===== src/rtl/addr_retry_ctl.sv =====
module addr_retry_ctl #(
  parameter int AW          = 32,
  parameter int BURST_BEATS = 4
) (
  input  logic          clk,
  input  logic          rst_n,
  input  logic          xact_valid,
  input  logic [AW-1:0] xact_addr,
  input  logic          xact_burst,
  input  logic          bus_grant,
  input  logic          addr_ack,
  input  logic          retry,
  input  logic          xfer_ack,
  output logic          bus_req,
  output logic          xfer_start,
  output logic [AW-1:0] bus_addr,
  output logic          bus_burst,
  output logic          fwd_en,
  output logic          cancel,
  output logic          done,
  output logic          proto_err
);
  localparam int BW = $clog2(BURST_BEATS + 1);

  typedef enum logic [2:0] {
    S_IDLE, S_REQ, S_START, S_ADDR, S_QUAL, S_DATA, S_FIN, S_HOLD
  } st_t;

  st_t           state, nxt;
  logic [BW-1:0] beats, need;
  logic          early_q, aack_q, ta_d;
  logic          late_ph, counting, retry_ok, last_ta;

  assign need     = bus_burst ? BW'(BURST_BEATS) : BW'(1);
  assign late_ph  = (state == S_DATA) || (state == S_FIN);
  assign counting = (state == S_QUAL) || (state == S_DATA);
  assign retry_ok = (beats == '0) || ((beats == BW'(1)) && ta_d);
  assign last_ta  = counting && xfer_ack && (beats + BW'(1) == need);

  assign cancel     = ((state == S_QUAL) && (retry || early_q)) ||
                      (late_ph && retry && retry_ok);
  assign proto_err  = (addr_ack && aack_q) || (late_ph && retry && !retry_ok);
  assign bus_req    = (state == S_REQ);
  assign xfer_start = (state == S_START);
  assign done       = (state == S_FIN) && !cancel;
  assign fwd_en     = ta_d && !cancel;

  always_comb begin
    nxt = state;
    unique case (state)
      S_IDLE:  if (xact_valid) nxt = S_REQ;
      S_REQ:   if (bus_grant)  nxt = S_START;
      S_START: nxt = S_ADDR;
      S_ADDR:  if (addr_ack)   nxt = S_QUAL;
      S_QUAL, S_DATA:
        if (cancel)       nxt = S_HOLD;
        else if (last_ta) nxt = S_FIN;
        else              nxt = S_DATA;
      S_FIN:   nxt = cancel ? S_HOLD : S_IDLE;
      S_HOLD:  nxt = S_REQ;
      default: nxt = S_IDLE;
    endcase
  end

  always_ff @(posedge clk) begin
    if (!rst_n) begin
      state     <= S_IDLE;
      beats     <= '0;
      early_q   <= 1'b0;
      aack_q    <= 1'b0;
      ta_d      <= 1'b0;
      bus_addr  <= '0;
      bus_burst <= 1'b0;
    end else begin
      state  <= nxt;
      aack_q <= addr_ack;
      ta_d   <= counting && xfer_ack && !cancel;
      if (state == S_IDLE && xact_valid) begin
        bus_addr  <= xact_addr;
        bus_burst <= xact_burst;
      end
      if (state == S_START) begin
        beats   <= '0;
        early_q <= 1'b0;
      end else begin
        if (state == S_ADDR && retry) early_q <= 1'b1;
        if (counting && xfer_ack && !cancel) beats <= beats + BW'(1);
      end
    end
  end
endmodule


===== config.mk =====
export PLATFORM = sky130hd
export DESIGN_NAME = addr_retry_ctl
export DESIGN_NICKNAME = d
export VERILOG_FILES = /design/src/rtl/addr_retry_ctl.sv
export SDC_FILE = /design/constraint.sdc
export NUM_CORES = 1
export LEC_CHECK = 0
export ABC_CLOCK_PERIOD_IN_PS = 2200
export BUFFER_PORTS_ARGS = -buffer_cell sky130_fd_sc_hd__buf_2
export CORE_MARGIN = 2
export CORE_UTILIZATION = 40
export CTS_BUF_LIST = sky130_fd_sc_hd__clkbuf_4 sky130_fd_sc_hd__clkbuf_8 sky130_fd_sc_hd__clkbuf_16
export CTS_CLUSTER_SIZE = 28
export DETAILED_ROUTE_END_ITERATION = 8
export GPL_TIMING_DRIVEN = 0
export HOLD_SLACK_MARGIN = 0.12
export PLACE_DENSITY = 0.66
export SYNTH_ARGS = -nofsm -noshare
export SYNTH_HDL_FRONTEND = slang
export SYNTH_SLANG_ARGS = --single-unit

===== constraint.sdc =====
create_clock -name clk -period 2.2 [get_ports clk]
set_input_delay 0.11 -clock clk [delete_from_list [all_inputs] [get_ports clk]]
set_output_delay 0.11 -clock clk [all_outputs]
set_load 0.05 [all_outputs]

## Yosys cells after proc, flatten, opt, wreduce, memory -nomap -nowiden

Cells that the tools add are included.

- Output and inout bits: 39
- Bits in registers: 42
- Logic and storage cells: 55

- Bitwise logic cells: 1
- Add/sub/neg operators: 1
- Equal/unequal tests: 12
- Multiplexer cells: 8
- Reductions and logical operators: 26

Operators with widths:

| kind | number |
|---|---|
| case mux 3 bit (7 select lines) | 1 |
| two-way mux 3 bit | 5 |
| logical AND 1 bit | 13 |
| == test 3 bit, second input constant | 4 |
| == test 3 x 1 -> 1 bit, second input constant | 2 |
| == test 3 x 2 -> 1 bit, second input constant | 2 |
| zero test 3 bit | 2 |
| logical OR 1 bit | 6 |
| inequality test 2 bit, second input constant | 3 |
| two-way mux 2 bit | 2 |
| OR reduction 2 bit | 2 |
| adder 3 x 1 -> 3 bit, second input constant | 1 |
| == test 3 bit | 1 |
| AND reduction 3 bit | 1 |
| zero test 1 bit | 2 |
| inverter 1 bit | 1 |

## Longest topological paths before layout

Gate-level depths: netlist (run 1).

- Depth in word-level cells: 7
- Gate-level depth with buffers: 6
- Mapped depth without buffers: 6

## Worst setup path before layout (run 1)

OpenSTA, ideal clock, no wires.

- Kind: reg-to-output
- From: register beats[0]
- To: output proto_err
- Arrival time: 2.235 ns
- Slack: -0.145 ns
- Buffers on the path: 0
- Cell stages (with the launch flop): 6
- Path through: dfxtp_1 inv_1 ha_1 a21oi_1 nor2_1 o31ai_1

- Cells in the longest elaborated chain, start to end: 6
- Elaborated cells on any way between the ends: 7

Ends and longest elaborated chain:

| element | RTL line | source |
|---|---|---|
| from (decl) | 30 | `logic [BW-1:0] beats, need;` |
| from (signal assigned) | 87 | `if (counting && xfer_ack && !cancel) beats <= beats + BW'(1);` |
| == test 3 x 1 -> 1 bit | 37 | `assign retry_ok = (beats == '0) \|\| ((beats == BW'(1)) && ta_d);` |
| logical AND 1 bit | 37 |  |
| logical OR 1 bit (*) | 37 |  |
| zero test 1 bit (*) | 42 | `assign proto_err = (addr_ack && aack_q) \|\| (late_ph && retry && !retry_ok);` |
| logical AND 1 bit (*) | 42 |  |
| logical OR 1 bit (*) | 42 |  |
| to (decl) | 21 | `output logic proto_err` |

Every way passes the cells marked *; elsewhere a longest branch is shown, timed or not.

## Final worst setup path (run 1)

- From: register beats[0]
- To: output fwd_en

- Cells in the longest elaborated chain, start to end: 7
- Elaborated cells on any way between the ends: 8

Ends and longest elaborated chain:

| element | RTL line | source |
|---|---|---|
| == test 3 x 1 -> 1 bit | 37 |  |
| logical AND 1 bit | 37 |  |
| logical OR 1 bit (*) | 37 |  |
| logical AND 1 bit (*) | 41 | `(late_ph && retry && retry_ok);` |
| logical OR 1 bit (*) | 40 | `assign cancel = ((state == S_QUAL) && (retry \|\| early_q)) \|\|` |
| zero test 1 bit (*) | 46 | `assign fwd_en = ta_d && !cancel;` |
| logical AND 1 bit (*) | 46 |  |
| to (decl) | 18 | `output logic fwd_en,` |

Marked as above.

==> flow_summary.yaml, run 1 <==
yosys:
  ys_ff_latch: 42
  avgSynthCellArea_um2: 8.15
  synth-edff-count: 0
  async_flop_share_pct: 0
  synthTopCellsByArea: "dfxtp_1 46%, nand2_1 15%, a21oi_1 11%"
  ys.flop_type: "dfxtp_1"
  synth_nets: 265
  synth_most_common_cell: "nand2_1"
  yosysSeqAreaShare_pct: 46.5
  ys_warn_count: 0
  synth.distinct_cells: 37
  synth_cells: 222
  synth_common_cells: "70 x nand2_1, 42 x dfxtp_1, 38 x a21oi_1"
  synth_top_area_share_pct: 46.5
  synth_area_um2: 1810
  synth_top_area_cell: "dfxtp_1"
worst_setup_path:
  critical_path.cell_chain: "inv_1 -> ha_1 -> a21oi_4 -> nor2_1 -> a21oi_2 -> and2_1 -> buf_2"
  crit_slowest_cell: "dfxtp_1"
  critPathMaxFanout: 7
  critPathLaunchType: "flip-flop"
  required_ps: 2090
  cpPeakStageDelay_ps: 410
  path_class: "flip-flop to output pin"
  end_kind: "output pin"
  cp.arrival_ps: 1930
sta:
  finClkSkew_ps: 3.26
  min_period_ps: 2040
  rsz0062_at_grt: "no"
  finalCritPeriodShare_pct: 92.9
  worst_hold_slack_ps: 132
  tns_ps: 0
  fmax_mhz: 489
  max-slew-margin-rel_pct: 71.3
  hold_violations: 0
  setup_viol: 0
  slew_viol_final: 0
  tightest_slew_ps: 431
cts:
  cts-root-buf: "clkbuf_8"
  clockBufferDepth: 2
  h-tree-depth: 2
  clk_latency_ps: 290
  cts_tree: "done"
  numCtsBuffers: 5
  cts.reportedPaths.clkPinSlew_ps: 80
  cts_setup_buffers: 0
  cts.sinks: 42
placed_design:
  gp_congestion: 0.835
  portBuffers: 78
  place_hpwl_um: 3130
  place_area_um2: 2270
  dp_cells: 352
detailed_routing:
  drcViolationCount: 0
  vias: 1886
  drt_iter0_drc: 73
  final_antenna_net_count: 0
  dr.pass1.iters: 7
  wl_per_cell_um: 12.2
  wl_um: 4790
  via_per_inst: 4.79
die:
  design.core.area_um2: 4350
  io_pins: 79
  initial_core_util_pct: 41.6
  die-area_um2: 5080
  die_x_um: 71.3
  fp-row-count: 24
  dieHeight_um: 71.3
outcome:
  outcome: "finished clean"
grt:
  grt_antenna_before_repair: 0
  grt_overflow: 0
  grt_pass1_vias: 1741
  track_usage_pct: 19.0
  grt_start_max_net_pins: 13
  grt_pass1_wl_um: 7780
final_layout:
  drive_gt1_share_pct: 30.1
  syn_to_final_growth_pct: 52.1
  fin_area_um2: 2750
  nets: 385
  diodes: 0
  fin_cells: 394
power:
  powerDensity_nw_per_um2: 681
  irDropWorstVdd_v: 0.000336
  p_leak_nw: 1.32
min_path:
  hold_path.class: "input port to flip-flop"
run:
  cap_violations: 0
-- cell usage in the layout (no fill, tap or decap), drive strengths merged, types with 2 or more instances in the layout --
master       count
a21oi           38
and2             2
buf             90
clkbuf           9
dfxtp           42
dlygate4sd3     35
ha               3
inv              4
nand2           70
nand2b           2
nand3            2
nor2            11
nor2b            2
nor3             3
o211a            2
o21ai            3
o31ai            2
or3              2
xnor2            2
xor2             2
-- flip-flops by register name (all words and copies together) (netlist names) --
name	flops
aack_q	1
beats	3
state	3
early_q	1
bus_addr	32
bus_burst	1
ta_d	1
-- metrics by stage --
stage               power [mW]  setup slack (ps)  utilization (%)
global route              1.96              24.8             63.2
global placement          1.22               183             52.2
floorplan                 1.12               270                -
CTS                       1.89              60.0             63.0
detailed placement        1.23               150             52.2
finish                    1.87               155             63.2
-- worst paths after layout --
check               start            to  slack (ps)  depth (start not counted)
max              beats[0]        fwd_en         160                          7
min                 retry       early_q         130                          3
max reg2reg      beats[0]      state[0]         630                          6
min reg2reg  bus_addr[27]  bus_addr[27]         450                          2
-- critical path: cells and delay by family, from the launching register on --
| family | cells | cell delay [ps] |
|---|---|---|
| and+or+nand+nor | 2 | 260 |
| AOI/OAI and AO/OA | 2 | 410 |
| adders and majority gates | 1 | 230 |
| DFF | 1 | 410 |
| buffers and inverters | 2 | 340 |
-- kinds of logic (layout without fill, tap and decap cells) --
logic type,count (synthesis),in the layout,synth area share [%]
compound gates,53,53,16.9
xor+xnor,4,4,1.94
fa+ha+maj,3,3,2.07
buf+inv,19,139,7.12
flops,42,42,46.5
mux,2,2,1.18
simple gates,99,99,24.3
-- report_power, final --
part           switching (mW)  internal [mW]  leakage (nW)
combinational           0.277          0.161         0.919
clock                   0.253          0.363        0.0573
sequential             0.0187          0.802         0.344
total                   0.548           1.33          1.32
-- timing repair --
item,4_1_cts,5_1_grt
gates resized for setup,2,1
hold endpoints to repair,35,0
hold buffers,35,0
endpoints found under the setup margin,2,1
-- area by class of cell --
class                   count  area (um2)
repair buffers            113         741
clock buffers               6        82.6
inverters                   4        15.0
flip-flops and latches     42         841
clock inverters             1        30.0
well taps                  52        65.1
fillers                   404        1600
plain buffers              15         114
multi-input cells         161         865
-- per-layer routing --
layer	global-route usage, %	part of all wire (%)
met5	0	0
met4	5.87	1.5
met3	4.36	6.1
met2	33.1	49
met1	23.2	43
(Power assumes the default switching activity.)
==> run 2, diff against run 1 <==
- CORE_MARGIN: 2 -> 1.5
- TNS_END_PERCENT: not set -> 10
==> run 2 against run 1 <==
Effect of this change:
- die area fell by 2.8%
- clock skew rose by 0.70 ps
- global-route usage rose by 0.77 points
- critical endpoint unchanged
==> flow_summary.yaml, run 2 (synthesized netlist as in run 1, its figures left out) <==
final_layout:
  largest_reg_flops: 32
  top_register: "bus_addr"
  layout_commonest_cell: "buf_2"
  fin_util_pct: 63.1
  largest_registers: "bus_addr x32, beats x3, state x3"
  diodes: 0
  nets: 385
  final_cell_mix: "85 x buf_2, 70 x nand2_1, 42 x dfxtp_1"
  drive_gt1_share_pct: 29.8
  syn_to_final_growth_pct: 51.9
  nFillCells: 392
run:
  cap_violations: 0
detailed_routing:
  final_antenna_net_count: 0
  via_per_inst: 4.73
  vias: 1863
  drt_iter0_drc: 77
  wl_per_cell_um: 11.9
  dr.pass1.iters: 4
  wl_um: 4700
  drcViolationCount: 0
grt:
  grt_overflow: 0
  grt_pass1_wl_um: 7970
  grt_start_max_net_pins: 13
  track_usage_pct: 19.8
  grt_antenna_before_repair: 0
  grt_pass1_vias: 1799
cts:
  h-tree-depth: 2
  numCtsBuffers: 5
  cts.reportedPaths.clkPinSlew_ps: 70
  cts_setup_buffers: 0
  cts_tree: "done"
  clk_latency_ps: 290
  cts.sinks: 42
  cts-root-buf: "clkbuf_8"
  clockBufferDepth: 2
sta:
  rsz0062_at_grt: "no"
  max-slew-margin-rel_pct: 71.3
  min_period_ps: 2060
  finClkSkew_ps: 3.96
  tightest_slew_ps: 431
  hold_violations: 0
  finalCritPeriodShare_pct: 93.5
  setup_viol: 0
  tns_ps: 0
  slew_viol_final: 0
  fmax_mhz: 486
die:
  fp-row-count: 24
  die-area_um2: 4940
  io_pins: 79
  dieHeight_um: 70.3
  initial_core_util_pct: 41.6
  die_x_um: 70.3
  design.core.area_um2: 4350
power:
  finalPower_mw: 1.87
  p_leak_nw: 1.32
  powerDensity_nw_per_um2: 681
  irDropWorstVdd_v: 0.000362
worst_setup_path:
  required_ps: 2090
  critPathMaxFanout: 7
  end_kind: "output pin"
  path_class: "flip-flop to output pin"
  critPathLaunchType: "flip-flop"
  cp.arrival_ps: 1950
placed_design:
  place_hpwl_um: 3050
  portBuffers: 78
  gp_congestion: 0.838
min_path:
  hold_path.class: "input port to flip-flop"
outcome:
  outcome: "finished clean"
-- run 2: area by class of cell --
type | instances | area [um2] | area share (%)
buffer | 15 | 114 | 4.14
clock inverter | 1 | 30.0 | 1.09
timing repair buffer | 113 | 741 | 27.0
tap | 52 | 65.1 | 2.37
sequential | 42 | 841 | 30.6
inverter | 4 | 15.0 | 0.546
multi-input combinational | 161 | 860 | 31.3
clock buffer | 6 | 82.6 | 3.01
-- run 2: timing repair --
action / in CTS / in global routing
pin swaps: 0 / 0
hold buffers: 35 / 0
gates resized for setup: 2 / 1
hold endpoints to repair: 35 / 0
setup endpoints to repair: 2 / 1
gates cloned: 0 / 0
-- run 2: metal layers --
metal / global-route usage (%) / part of all wire, % / vias to the layer above
met5: 0 / 0 / -
met4: 4.49 / 0.62 / 0
met3: 4.91 / 5.4 / 5
met2: 34.7 / 50 / 56
met1: 24.2 / 44 / 824
li1: - / - / 978
-- run 2: report_power, final --
| group | switching (mW) | internal, mW |
|---|---|---|
| clock | 0.250 | 0.363 |
| combinational | 0.275 | 0.161 |
| sequential | 0.0195 | 0.802 |
| total | 0.544 | 1.33 |
-- run 2: path summary, 6_finish.rpt --
kind	start	slack, ps	to	depth (start not counted)
setup / recovery	beats[0]	140	fwd_en	7
hold / removal	retry	130	early_q	3
setup reg to reg	beats[0]	620	state[0]	6
hold reg to reg	bus_addr[16]	450	bus_addr[16]	2
-- run 2: through the flow --
stage | instances | hold slack, ps | cell area (um2) | worst slack (ps)
finish | 394 | 133 | 2750 | 143
CTS | 394 | 132 | 2740 | 58.4
global placement | 352 | 352 | 2270 | 153
floorplan | 222 | 232 | 1810 | -34.9
detailed placement | 352 | 358 | 2270 | 147
global route | 394 | 178 | 2750 | 25.0
-- run 2: worst max-delay path: stages (launching register included) --
cell and delay, ps:
dfxtp_1 400, inv_1 90, ha_1 230, a21oi_4 200, nor2_1 110, a21oi_2 220, and2_1 150, buf_2 250
